File: src/rtl/bus_wait_gen.sv
module bus_wait_gen #(
  parameter int ADDR_W = 20,
  parameter logic [ADDR_W-1:0] SFR_HI = 20'h003FF,
  parameter logic [ADDR_W-1:0] RAM_LO = 20'h00400,
  parameter logic [ADDR_W-1:0] RAM_HI = 20'h07FFF,
  parameter logic [ADDR_W-1:0] DF_LO  = 20'h0E000,
  parameter logic [ADDR_W-1:0] DF_HI  = 20'h0FFFF,
  parameter logic [ADDR_W-1:0] ROM_LO = 20'h80000,
  parameter logic [2:0] CFG_RST = 3'b001
) (
  input  logic              clk,
  input  logic              rst_n,
  input  logic              req,
  input  logic [ADDR_W-1:0] addr,
  input  logic              cfg_we,
  input  logic [2:0]        cfg_wdata,
  input  logic              pll_on,
  output logic [2:0]        cfg_rdata,
  output logic              busy,
  output logic              ready,
  output logic              ext_miss
);
  localparam int CNT_W = 2;

  logic [2:0] cfg;
  logic [CNT_W-1:0] cnt, len;
  logic is_sfr, is_ram, is_df, is_rom, is_ext, accept;

  wire sfr_fast = cfg[0];
  wire gwait    = cfg[1];
  wire df_fast  = cfg[2];

  assign is_sfr = addr <= SFR_HI;
  assign is_ram = addr >= RAM_LO && addr <= RAM_HI;
  assign is_df  = addr >= DF_LO && addr <= DF_HI;
  assign is_rom = addr >= ROM_LO;
  assign is_ext = !(is_sfr || is_ram || is_df || is_rom);
  assign accept = req && !busy;

  always_comb begin
    if (is_sfr)      len = (pll_on && sfr_fast) ? 2'd2 : 2'd3;
    else if (is_df)  len = (!df_fast || gwait) ? 2'd2 : 2'd1;
    else             len = gwait ? 2'd2 : 2'd1;
  end

  always_ff @(posedge clk) begin
    if (!rst_n)      cfg <= CFG_RST;
    else if (cfg_we) cfg <= cfg_wdata;
  end
  assign cfg_rdata = cfg;

  always_ff @(posedge clk) begin
    if (!rst_n) begin
      busy <= 1'b0;
      ready <= 1'b0;
      cnt <= '0;
      ext_miss <= 1'b0;
    end else begin
      ext_miss <= accept && is_ext;
      if (busy) begin
        if (ready) begin
          busy <= 1'b0;
          ready <= 1'b0;
        end else begin
          cnt <= cnt - 1'b1;
          ready <= (cnt == 2'd1);
        end
      end else if (accept && !is_ext) begin
        busy <= 1'b1;
        cnt <= len - 1'b1;
        ready <= (len == 2'd1);
      end
    end
  end

  assert_ready_pulse_R8: assert property (@(posedge clk) disable iff (!rst_n)
    ready |=> !ready);
  assert_ready_in_busy_R8: assert property (@(posedge clk) disable iff (!rst_n)
    ready |-> busy);
  assert_ext_no_start_R10: assert property (@(posedge clk) disable iff (!rst_n)
    (accept && is_ext) |=> (!busy && ext_miss));
  assert_sfr_slow_R3: assert property (@(posedge clk) disable iff (!rst_n)
    (accept && is_sfr && !pll_on) |=> (busy && !ready));
  assert_ram_fast_R4: assert property (@(posedge clk) disable iff (!rst_n)
    (accept && (is_ram || is_rom) && !cfg[1]) |=> ready);
  assert_df_slow_R5: assert property (@(posedge clk) disable iff (!rst_n)
    (accept && is_df && !cfg[2]) |=> (busy && !ready));
  assert_cfg_write_R7: assert property (@(posedge clk) disable iff (!rst_n)
    cfg_we |=> cfg_rdata == $past(cfg_wdata));
endmodule

File: config.mk
export PLATFORM = sky130hd
export DESIGN_NAME = bus_wait_gen
export DESIGN_NICKNAME = d
export VERILOG_FILES = /design/src/rtl/bus_wait_gen.sv
export SDC_FILE = /design/constraint.sdc
export NUM_CORES = 1
export LEC_CHECK = 0
export BUFFER_PORTS_ARGS = -buffer_cell sky130_fd_sc_hd__buf_4
export CORE_MARGIN = 2
export CORE_UTILIZATION = 30
export DETAILED_ROUTE_END_ITERATION = 8
export MAX_ROUTING_LAYER = met4
export PLACE_DENSITY = 0.7
export SETUP_SLACK_MARGIN = 0.3
export SYNTH_ARGS = -nofsm -noshare
export SYNTH_HDL_FRONTEND = slang
export SYNTH_SLANG_ARGS = --single-unit
File: constraint.sdc
create_clock -name clk -period 4.2 [get_ports clk]
set_input_delay 0.42 -clock clk [delete_from_list [all_inputs] [get_ports clk]]
set_output_delay 0.42 -clock clk [all_outputs]
set_load 0.01 [all_outputs]
==> results.md <==
* Total count of max-transition violations in the final report at 0
* FF+latch count, synth at 8
* Via count of the first global-routing pass at approximately 420
* Power share of the sequential group at 0.452
* Setup violations, final at 0
* Combinational family with the most area after synthesis: simple AND/OR/NAND/NOR gates
* Post-cts gate resize count at 0
* Later-pin clock latency in the skew report at around 250 ps
* Maximum fanout along the worst path at 3
* Static leakage at between 0.0003 and 0.0004 uW
* Nature of the critical path startpoint: input port
* Max-Cap Viols at 0
* Met3 wire length at approximately 61 um
* Result of the run: finished, final reports clean
* Setup TNS at 0 ps
* Highest achievable clock rate at between 500 and 600 MHz
* Worst-path clk slew at about 50 ps
* Number of buffers added for setup after CTS at 0
* Max Root-Sink Buffers at 2
* Syn_nets at 81
* Starting density of the core at 0.311
* Mean cell area of the mapped netlist at around 9 um2
* Uppermost signal routing layer after detailed routing: met4
* Post-Syn Area at between 400 and 500 um2
* Portion of the post-synthesis area used by sequential elements at 0.350
* Count of H-tree levels built during CTS at 1
* Cts bufs inserted at 3
* Number of DRC markers after the initial detailed-route iteration at 4
* Power density over cell area at 285 nW/um2
* CTS root buf: sky130_fd_sc_hd__clkbuf_4
* IO Pins at 34
* Die X at ~43 um
* Syn Inst Count at between 50 and 60
* Antenna violations before repair at 0
* Number of warnings reported in the yosys synthesis log at 0
* Clock network power share at 0.315
* Post-route met1 wirelength at between 300 and 400 um
* Required time at the endpoint of the critical path at around 4400 ps
* Area share of the leading cell type in the synthesized netlist at 0.350
* Sw Ratio at 0.259
* Fraction of final layout cells sized beyond drive strength 1 at 0.368
* Post-DR wirelength/cell at about 11 um
* Maximum VDD drop at roughly 0.00013 V
* Largest net degree at the start of global routing at 11
* CORE AREA at between 1000 and 1500 um2
* Headroom to the max-slew limit at 0.698
* Global Route Usage Sum at 0.123
* Category of the most critical setup path: in2reg
* Number of hold violations in the final report at 0
* Via density per instance at 4.97
* Compound-gate portion of the synthesized area at 0.167
* GP Congestion at about 0.73
* Xor/xnor share of the synthesized area at 0
* Count of different cell masters after synthesis at 26
* Switch Pwr at around 50 uW
* Portion of netlist area occupied by mux cells at 0.0874
* Final layout net count at 108
* Period utilisation layout at 0.453
* Internal portion of total power at 141 uW
* Largest cells by area after synthesis: sky130_fd_sc_hd__dfxtp_1 (35%), sky130_fd_sc_hd__mux2i_1 (8.7%), sky130_fd_sc_hd__ha_1 (5.5%)
* Total wire length after detailed routing at 995 um
* Number of nets with antenna violations after detailed routing at 0
* Area of the die at between 1500 and 2000 um2
* Number of sinks handled by clock tree synthesis at 8
* Critical Path AT at 2050 ps
* Input/output buffers at 23
* Via count at 457
* Clock tree from TritonCTS: built
* Most common library cell in the layout ignoring fill and taps: sky130_fd_sc_hd__buf_4
* Final Power at 191 uW
* Most frequent cells in the layout: sky130_fd_sc_hd__buf_4 (23), sky130_fd_sc_hd__dfxtp_1 (8), sky130_fd_sc_hd__nand2_1 (5)
* Crit end category: flop
* Transition time of the tightest slew-check pin at about 450 ps
* RSZ-0062 raised after global routing: false
* Arithmetic-cell share of the synthesized area counting full adders, half adders and majority gates at 0.0546
* Logic pwr share at 0.234
* Period minus WS final at roughly 1900 ps
* Global-route wire length before repair at ~1600 um
* Layout Area Growth over Synthesis at 46.2%
* Area share of and/or/nand/nor cells after synthesis at 0.309
* Class of the most critical hold timing path: in2reg
* Cell type with the largest total area after synthesis: sky130_fd_sc_hd__dfxtp_1
* Total gr overflow at 0
* WL met2 at 531 um
* Number of cell rows at 14
* Antenna diode count at 0
* Die span in y at around 43 um
* Number of buffers inserted for hold repair after clock tree synthesis at 0
* Final setup skew at approximately 0.62 ps
* TritonRoute pass-1 iters at 4
* DRC violations left at 0
path summary, 6_finish.rpt:
path	startpoint	endpoint	slack, ps	cells after the start
max	addr[18]	cnt[1]	2300	8
min	cfg_wdata[0]	cfg_rdata[0]	380	3
max reg2reg	cfg_rdata[2]	cnt[1]	2770	8
min reg2reg	cnt[1]	cnt[1]	500	1
cell type report:
class,count,area [um2]
clock buffers,3,22.5
well taps,16,20.0
repair buffers,23,173
fillers,154,802
inverters,3,11.3
flip-flops and latches,8,160
multi-input cells,39,283
worst max-delay path, stage by stage:
cell and delay [ps]:
sky130_fd_sc_hd__buf_4 110, sky130_fd_sc_hd__or4_4 520, sky130_fd_sc_hd__o21ai_0 290, sky130_fd_sc_hd__nand2_1 100, sky130_fd_sc_hd__ha_1 300, sky130_fd_sc_hd__mux2i_1 120
sky130_fd_sc_hd__nand2_1 60, sky130_fd_sc_hd__o211a_1 120
layer usage:
metal / up-vias / global-route usage
met5: - / -
met4: 0 / 0.0727
met3: 4 / 0.0383
met2: 11 / 0.209
met1: 204 / 0.121
li1: 238 / -
cell usage after synthesis, drive strengths merged:
master / n
nor4: 2
o21a: 1
clkbuf: 1
o211a: 1
dfxtp: 8
ha: 2
a41oi: 1
o211ai: 1
nor2: 1
nor2b: 4
and3: 1
o221ai: 1
a21oi: 1
inv: 3
mux2i: 4
nand3: 1
and2: 2
nand4b: 2
a21bo: 1
or4: 1
a211o: 1
nand3b: 1
and3b: 1
nand2: 5
o21ai: 2
nand2b: 2
cells by family after synthesis:
kind of cell / Yosys count
DFF: 8
AOI/OAI and AO/OA: 10
muxes: 4
and+or+nand+nor: 23
adders and majority gates: 2
buffers and inverters: 4
flip-flops by register name (all words and copies together) (netlist names):
name and count:
busy 1, cnt 2, ready 1, cfg_rdata 3, ext_miss 1
per-stage QoR:
step	std cells	instance area, um2	hold slack, ps	worst slack [ps]	utilization
final	92	669	385	2300	0.455
after CTS	92	669	380	2300	0.455
after floorplan	51	458	472	2270	-
after global placement	89	647	482	2040	0.440
after global routing	92	669	403	2120	0.455
after detailed placement	89	647	490	2030	0.440
power groups by stage:
stage          Sequential [uW]  Clock, uW  Combinational, uW
2_1_floorplan             89.0          0               20.3
4_1_cts                   86.2       63.9               45.2
6_report                  86.3       60.1               44.6
3_5_place_dp              88.0          0               45.1
5_1_grt                   87.0       66.8               50.3
3_3_place_gp              87.9          0               44.1
(Power assumes the default switching activity.)
